`config.mk`:
```
export PLATFORM = sky130hd
export DESIGN_NAME = alu8_core
export DESIGN_NICKNAME = d
export VERILOG_FILES = /design/src/rtl/alu8_pkg.sv /design/src/rtl/alu8_addsub.sv /design/src/rtl/alu8_bitops.sv /design/src/rtl/alu8_bcd_fix.sv /design/src/rtl/alu8_core.sv
export SDC_FILE = /design/constraint.sdc
export NUM_CORES = 1
export LEC_CHECK = 0
export BUFFER_PORTS_ARGS = -buffer_cell sky130_fd_sc_hd__buf_2
export CAP_MARGIN = 20
export CORE_ASPECT_RATIO = 1.1
export CORE_MARGIN = 3
export CORE_UTILIZATION = 42
export CTS_CLUSTER_SIZE = 30
export DETAILED_ROUTE_END_ITERATION = 8
export GPL_ROUTABILITY_DRIVEN = 0
export GPL_TIMING_DRIVEN = 0
export SETUP_SLACK_MARGIN = 0.5
export SYNTH_ARGS = -nofsm -noshare
export SYNTH_HDL_FRONTEND = slang
export SYNTH_HIERARCHICAL = 1
export SYNTH_SLANG_ARGS = --single-unit
```
`constraint.sdc`:
```
create_clock -name clk -period 15.7 [get_ports clk]
set_input_delay 1.57 -clock clk [delete_from_list [all_inputs] [get_ports clk]]
set_output_delay 1.57 -clock clk [all_outputs]
set_load 0.01 [all_outputs]
```
`src/rtl/alu8_pkg.sv`:
```
package alu8_pkg;

    localparam int DATA_W = 8;
    localparam int OP_W   = 5;

    typedef enum logic [OP_W-1:0] {
        OP_ADD = 5'd0,
        OP_ADC = 5'd1,
        OP_SUB = 5'd2,
        OP_SBB = 5'd3,
        OP_AND = 5'd4,
        OP_XOR = 5'd5,
        OP_OR  = 5'd6,
        OP_CMP = 5'd7,
        OP_INC = 5'd8,
        OP_DEC = 5'd9,
        OP_RLC = 5'd10,
        OP_RRC = 5'd11,
        OP_RAL = 5'd12,
        OP_RAR = 5'd13,
        OP_DAA = 5'd14,
        OP_CMA = 5'd15,
        OP_STC = 5'd16,
        OP_CMC = 5'd17
    } alu_op_e;

    // Packed so that each field lands on its fixed bit position.
    typedef struct packed {
        logic s;
        logic z;
        logic rsv5;
        logic ac;
        logic rsv3;
        logic p;
        logic rsv1;
        logic cy;
    } flag_t;

    typedef struct packed {
        logic [DATA_W-1:0] res;
        logic              we;
        flag_t             flags;
    } alu_out_t;

endpackage

```
`src/rtl/alu8_addsub.sv`:
```
module alu8_addsub #(
    parameter int DATA_W = 8
) (
    input  logic [DATA_W-1:0] a_i,
    input  logic [DATA_W-1:0] b_i,
    input  logic              cin_i,
    input  logic              sub_i,
    output logic [DATA_W-1:0] sum_o,
    output logic              cout_o,
    output logic              hc_o
);
    localparam int NIB = DATA_W / 2;

    logic [DATA_W-1:0] bx;
    logic              cx;
    logic [NIB:0]      lo_sum;
    logic [NIB:0]      hi_sum;

    // Subtraction is an add of the inverted operand with an inverted carry-in.
    always_comb begin
        bx     = sub_i ? ~b_i : b_i;
        cx     = sub_i ? ~cin_i : cin_i;
        lo_sum = {1'b0, a_i[NIB-1:0]} + {1'b0, bx[NIB-1:0]} + {{NIB{1'b0}}, cx};
        hi_sum = {1'b0, a_i[DATA_W-1:NIB]} + {1'b0, bx[DATA_W-1:NIB]}
               + {{NIB{1'b0}}, lo_sum[NIB]};
        sum_o  = {hi_sum[NIB-1:0], lo_sum[NIB-1:0]};
        cout_o = hi_sum[NIB];
        hc_o   = lo_sum[NIB];
    end

endmodule

```
`src/rtl/alu8_bitops.sv`:
```
module alu8_bitops
    import alu8_pkg::*;
#(
    parameter int DATA_W = 8
) (
    input  alu_op_e           op_i,
    input  logic [DATA_W-1:0] a_i,
    input  logic [DATA_W-1:0] b_i,
    input  logic              cy_i,
    output logic [DATA_W-1:0] res_o,
    output logic              cy_o
);
    always_comb begin
        res_o = a_i;
        cy_o  = cy_i;
        unique case (op_i)
            OP_AND:  begin res_o = a_i & b_i; cy_o = 1'b0; end
            OP_XOR:  begin res_o = a_i ^ b_i; cy_o = 1'b0; end
            OP_OR:   begin res_o = a_i | b_i; cy_o = 1'b0; end
            OP_RLC:  begin res_o = {a_i[DATA_W-2:0], a_i[DATA_W-1]}; cy_o = a_i[DATA_W-1]; end
            OP_RRC:  begin res_o = {a_i[0], a_i[DATA_W-1:1]};        cy_o = a_i[0]; end
            OP_RAL:  begin res_o = {a_i[DATA_W-2:0], cy_i};          cy_o = a_i[DATA_W-1]; end
            OP_RAR:  begin res_o = {cy_i, a_i[DATA_W-1:1]};          cy_o = a_i[0]; end
            OP_CMA:  begin res_o = ~a_i; end
            OP_STC:  begin cy_o = 1'b1; end
            OP_CMC:  begin cy_o = ~cy_i; end
            default: begin res_o = a_i; cy_o = cy_i; end
        endcase
    end

endmodule

```
`src/rtl/alu8_bcd_fix.sv`:
```
module alu8_bcd_fix #(
    parameter int DATA_W = 8
) (
    input  logic [DATA_W-1:0] a_i,
    input  logic              ac_i,
    input  logic              cy_i,
    output logic [DATA_W-1:0] res_o,
    output logic              ac_o,
    output logic              cy_o
);
    localparam int NIB = DATA_W / 2;
    localparam logic [NIB-1:0]  DIGIT_MAX = NIB'(9);
    localparam logic [DATA_W:0] LO_FIX    = (DATA_W+1)'(6);
    localparam logic [DATA_W-1:0] HI_FIX  = DATA_W'(6 << NIB);

    logic          lo_adj;
    logic          hi_adj;
    logic [NIB:0]  lo_sum;
    logic [DATA_W:0] part;

    always_comb begin
        lo_adj = (a_i[NIB-1:0] > DIGIT_MAX) | ac_i;
        lo_sum = {1'b0, a_i[NIB-1:0]} + (lo_adj ? LO_FIX[NIB:0] : '0);
        part   = {1'b0, a_i} + (lo_adj ? LO_FIX : '0);
        hi_adj = part[DATA_W] | cy_i | (part[DATA_W-1:NIB] > DIGIT_MAX);
        res_o  = part[DATA_W-1:0] + (hi_adj ? HI_FIX : '0);
        ac_o   = lo_sum[NIB];
        cy_o   = hi_adj;
    end

endmodule

```
`src/rtl/alu8_core.sv`:
```
module alu8_core
    import alu8_pkg::*;
#(
    parameter int DATA_W = 8
) (
    input  logic              clk,
    input  logic              rst_n,
    input  logic              op_valid,
    input  logic [4:0]        op_sel,
    input  logic [DATA_W-1:0] acc_in,
    input  logic [DATA_W-1:0] opnd_in,
    output logic [DATA_W-1:0] res_out,
    output logic              res_we,
    output logic [7:0]        flags_next,
    output logic [7:0]        flags_q
);
    alu_op_e  op_e;
    flag_t    flags_d;
    flag_t    flag_r_q;
    alu_out_t out_d;

    logic [DATA_W-1:0] add_a_d, add_b_d, add_sum;
    logic              add_cin_d, add_sub_d, add_cout, add_hc;
    logic [DATA_W-1:0] bit_res;
    logic              bit_cy;
    logic [DATA_W-1:0] bcd_res;
    logic              bcd_ac, bcd_cy;

    assign op_e = alu_op_e'(op_sel);

    // Operand routing into the shared adder.
    always_comb begin
        add_a_d   = acc_in;
        add_b_d   = opnd_in;
        add_cin_d = 1'b0;
        add_sub_d = 1'b0;
        unique case (op_e)
            OP_ADC: add_cin_d = flag_r_q.cy;
            OP_SUB, OP_CMP: add_sub_d = 1'b1;
            OP_SBB: begin add_sub_d = 1'b1; add_cin_d = flag_r_q.cy; end
            OP_INC: begin add_a_d = opnd_in; add_b_d = '0; add_cin_d = 1'b1; end
            OP_DEC: begin add_a_d = opnd_in; add_b_d = DATA_W'(1); add_sub_d = 1'b1; end
            default: ;
        endcase
    end

    alu8_addsub #(.DATA_W(DATA_W)) addsub_i (
        .a_i(add_a_d), .b_i(add_b_d), .cin_i(add_cin_d), .sub_i(add_sub_d),
        .sum_o(add_sum), .cout_o(add_cout), .hc_o(add_hc)
    );

    alu8_bitops #(.DATA_W(DATA_W)) bitops_i (
        .op_i(op_e), .a_i(acc_in), .b_i(opnd_in), .cy_i(flag_r_q.cy),
        .res_o(bit_res), .cy_o(bit_cy)
    );

    alu8_bcd_fix #(.DATA_W(DATA_W)) bcd_i (
        .a_i(acc_in), .ac_i(flag_r_q.ac), .cy_i(flag_r_q.cy),
        .res_o(bcd_res), .ac_o(bcd_ac), .cy_o(bcd_cy)
    );

    // Next result, write-enable and flag byte.
    always_comb begin
        logic upd_szp;
        logic [DATA_W-1:0] r;
        out_d   = '0;
        out_d.flags = flag_r_q;
        upd_szp = 1'b0;
        r       = '0;
        if (op_valid) begin
            unique case (op_e)
                OP_ADD, OP_ADC: begin
                    r = add_sum; out_d.we = 1'b1; upd_szp = 1'b1;
                    out_d.flags.cy = add_cout; out_d.flags.ac = add_hc;
                end
                OP_SUB, OP_SBB, OP_CMP: begin
                    r = add_sum; out_d.we = (op_e != OP_CMP); upd_szp = 1'b1;
                    out_d.flags.cy = ~add_cout; out_d.flags.ac = add_hc;
                end
                OP_INC, OP_DEC: begin
                    r = add_sum; out_d.we = 1'b1; upd_szp = 1'b1;
                    out_d.flags.ac = add_hc;
                end
                OP_AND, OP_XOR, OP_OR: begin
                    r = bit_res; out_d.we = 1'b1; upd_szp = 1'b1;
                    out_d.flags.cy = 1'b0; out_d.flags.ac = 1'b0;
                end
                OP_RLC, OP_RRC, OP_RAL, OP_RAR: begin
                    r = bit_res; out_d.we = 1'b1; out_d.flags.cy = bit_cy;
                end
                OP_CMA: begin
                    r = bit_res; out_d.we = 1'b1;
                end
                OP_STC, OP_CMC: begin
                    out_d.flags.cy = bit_cy;
                end
                OP_DAA: begin
                    r = bcd_res; out_d.we = 1'b1; upd_szp = 1'b1;
                    out_d.flags.cy = bcd_cy; out_d.flags.ac = bcd_ac;
                end
                default: ;
            endcase
        end
        out_d.res = r;
        if (upd_szp) begin
            out_d.flags.s = r[DATA_W-1];
            out_d.flags.z = (r == '0);
            out_d.flags.p = ~^r;
        end
        out_d.flags.rsv5 = 1'b0;
        out_d.flags.rsv3 = 1'b0;
        out_d.flags.rsv1 = 1'b0;
        flags_d = out_d.flags;
    end

    always_ff @(posedge clk or negedge rst_n) begin
        if (!rst_n) flag_r_q <= '0;
        else        flag_r_q <= flags_d;
    end

    assign res_out    = out_d.res;
    assign res_we     = out_d.we;
    assign flags_next = flags_d;
    assign flags_q    = flag_r_q;

    a_r1_unused_zero: assert property (@(posedge clk) disable iff (!rst_n)
        (flags_q[5] == 1'b0) && (flags_q[3] == 1'b0) && (flags_q[1] == 1'b0));

    a_r4_cmp_no_write: assert property (@(posedge clk) disable iff (!rst_n)
        (op_valid && op_sel == 5'd7) |-> !res_we);

    a_r10_idle_hold: assert property (@(posedge clk) disable iff (!rst_n)
        !op_valid |=> $stable(flags_q));

    a_r5_cy_kept: assert property (@(posedge clk) disable iff (!rst_n)
        (op_valid && (op_sel == 5'd8 || op_sel == 5'd9)) |=> flags_q[0] == $past(flags_q[0]));

    a_r8_stc_sets: assert property (@(posedge clk) disable iff (!rst_n)
        (op_valid && op_sel == 5'd16) |=> flags_q[0]);

    a_r2_zero_flag: assert property (@(posedge clk) disable iff (!rst_n)
        (op_valid && op_sel <= 5'd9 && op_sel != 5'd7) |-> (flags_next[6] == (res_out == '0)));

endmodule

```
==> results.tsv <==
stage	metric	value	unit
run_status	status	finished clean	
setup_path	CP Launch Type	primary input	
global_routing	gr usage total	0.224	
setup_path	Crit path top cell by count	fa_1	
sta	RSZ-0062 raised after global routing	false	
synth	Mean Syn Cell Area	7.79	um2
placement	post-place setup slack	7550	ps
die	Core Box Area	5950	um2
detailed_routing	# DRC	0	
sta	# setup viols final	0	
setup_path	CP startpoint	op_sel[2]	
final_layout	share of cells above drive strength 1	0.219	
sta	setup_tns	0	ps
clocking	H-tree depth	1	
placement	Post-DP HPWL	6330	um
clocking	CTS max path bufs	2	
synth	Adder-Cell Fraction of Synth Area	0.182	
detailed_routing	First-pass DRT Iterations	4	
synth	register bit total from synthesis	5	
die	Starting Density	0.447	
synth	Ys Warns	6	
clocking	post-CTS sizing	0	
global_routing	largest net degree at the start of global routing	15	
detailed_routing	Vias	2769	
detailed_routing	Routed WL per cell	17.5	um
synth	dominant cells by area after synthesis	ha_1, o21ai_0, dfrtp_1	
synth	largest family of logic cells by synthesized area	compound AO/OA/AOI/OAI gates	
clocking	CTS root buffer	clkbuf_8	
synth	Post-synth top cells	o21ai_0, ha_1, inv_1	
setup_path	CP max-delay cell	fa_1	
detailed_routing	drt initial violations	242	
worst_hold_path	HP Class	reg -> reg	
clocking	# clock sinks	5	
clocking	Clk Latency, worst-skew pair	220	ps
global_routing	GRT Residual Overflow	0	
synth	post-synthesis sequential area ratio	0.0471	
detailed_routing	WL final	8190	um
global_routing	initial antenna violation count	0	
global_routing	number of global-route vias before repair	2568	
synth	Synth Area in Simple Gates	0.242	
power_and_ir_drop	pwr/cell area	48.1	nW/um2
setup_path	Worst Path Arrival	6550	ps
final_layout	area grow syn2layout	13.9	%
synth	Synth Area in Compound Gates	0.289	
clocking	Post-CTS Setup Bufs	0	
detailed_routing	Final ANT Viol Nets	0	
sta	final slew viol count	0	
clocking	CTS Buf Count	3	
global_routing	first-pass GRT wire length	12800	um
final_layout	# fillers	625	
die	DIE HEIGHT	89.4	um
power_and_ir_drop	maximum VDD drop	0.0461	mV
setup_path	CP max stage delay	460	ps
detailed_routing	Vias/cell	5.90	
synth	top_reg_cell synth	dfrtp_1	
final_layout	final net count	452	
sta	max_slew headroom	0.428	
sta	FMAX	123	MHz
sta	Min Clock Period, post-route	8120	ps
final_layout	antenna cells	0	
synth	ys async rst share	1.00	
placement	port buffer count	42	
die	io pins	49	
die	Die Width	81.8	um
die	die area	7320	um2
clocking	hold_buf cts	0	
clocking	clk slew on worst S/H paths	30	ps
worst_hold_path	worst hold path startpoint	flags_q[2]	
setup_path	r2r startpoint	flags_q[0]	
synth	Synth top area share	0.137	
synth	Yosys cell types	67	
setup_path	CP cell instances	buf_2 > or3b_4 > nor2_8 > buf_6 > mux2_1 > xnor2_1 > fa_1 > fa_1 > nor2b_1 > o21ai_1 > nor2b_1 > fa_1 > inv_1 > fa_1 > a22o_1 > o21ai_0 > ha_1 > xor2_1 > xnor2_1 > o21ai_0 > buf_2	
setup_path	CP Max Fanout	14	
sta	PnR worst setup slack	7580	ps
job	Max Cap Violations	0	
synth	Post-Synthesis Cell Area	2660	um2
setup_path	Setup crit end kind	primary output	
sta	final hold violation count	0	
sta	Slew @ Worst Pin	856	ps
synth	Post-synth EDFFs	0	
synth	most common cell in the netlist	o21ai_0	
setup_path	WP data required	14130	ps
power_and_ir_drop	static leakage	1.45	nW
synth	post-synthesis mux area share	0.0537	
sta	Setup Skew	0.768	ps
synth	Syn Inst Count	341	
synth	Yosys top cell by area	ha_1	
synth	Synth Area in XOR/XNOR	0.0782	
clocking	CTS tree	yes	
setup_path	Worst Setup Path Type	in -> out	
sta	Tcrit/Tclk final	0.517	
final_layout	Largest register FFs	5	
die	Rows	29	
## per-layer routing
metal / wire (um) / track usage / up-vias
met5: 0 / 0 / -
met4: 174 / 0.0468 / 0
met3: 431 / 0.0181 / 13
met2: 3770 / 0.370 / 94
met1: 3820 / 0.318 / 1312
li1: - / - / 1350
## power breakdown
| part | internal (mW) | switching (mW) | leakage, nW |
|---|---|---|---|
| registers | 0.0158 | 0.00249 | 0.0643 |
| logic | 0.0440 | 0.0595 | 1.37 |
| clock network | 0.0174 | 0.00653 | 0.0228 |
## layout by cell type, fill, tap and decap left out, drive strengths merged, types with 9 or more instances in the layout
master	n
xor2	14
mux2	10
nor2b	16
nor2	9
inv	29
nand2	15
and3	11
buf	66
ha	29
nand4	10
o21a	15
a22o	9
o21ai	35
## path summary, 6_finish.rpt
path | end | slack (ps) | cells after the start
worst max-delay path | flags_next[2] | 7580 | 21
worst min-delay path | flags_q[2] | 510 | 2
worst max register to register | flags_q[2] | 11080 | 19
worst min register to register | flags_q[2] | 510 | 2
max in group asynchronous | flags_q[7] | 14420 | 1
min in group asynchronous | flags_q[2] | 1150 | 1
## stage by stage
| step | hold slack [ps] | utilization | instance area (um2) | total power [mW] | cells |
|---|---|---|---|---|---|
| after floorplan | 636 | - | 2680 | 0.0885 | 346 |
| after global placement | 503 | 0.501 | 2980 | 0.120 | 465 |
| after detailed placement | 509 | 0.501 | 2980 | 0.121 | 465 |
| after CTS | 526 | 0.509 | 3030 | 0.146 | 469 |
| after global routing | 541 | 0.509 | 3030 | 0.159 | 469 |
| final | 515 | 0.509 | 3030 | 0.146 | 469 |
## kinds of logic (layout without fill, tap and decap cells)
group,after synthesis,in the layout
AOI/OAI and AO/OA,107,107
xor gates and xnor gates,22,22
adders and majority gates,35,35
buffers and inverters,56,102
DFF,5,5
muxes,13,13
other,1,6
and+or+nand+nor,102,102
## cell type report
| class | count | area (um2) | share of cell area |
|---|---|---|---|
| buffer | 27 | 176 | 0.0583 |
| clock buffer | 4 | 45.0 | 0.0149 |
| inverter | 29 | 109 | 0.0360 |
| multi-input combinational | 285 | 2270 | 0.748 |
| sequential | 5 | 125 | 0.0413 |
| tap | 77 | 96.3 | 0.0318 |
| timing repair buffer | 42 | 210 | 0.0694 |
## worst max-delay path, delay by kind of cell
kind	cells	cell delay, ps
AO/OA/AOI/OAI	4	680
multiplexers	1	340
AND/OR/NAND/NOR	4	930
XOR/XNOR	3	430
buffers and inverters	4	650
adder cells (fa/ha/maj)	5	1940
No activity file was read; power rests on OpenSTA's default activity.
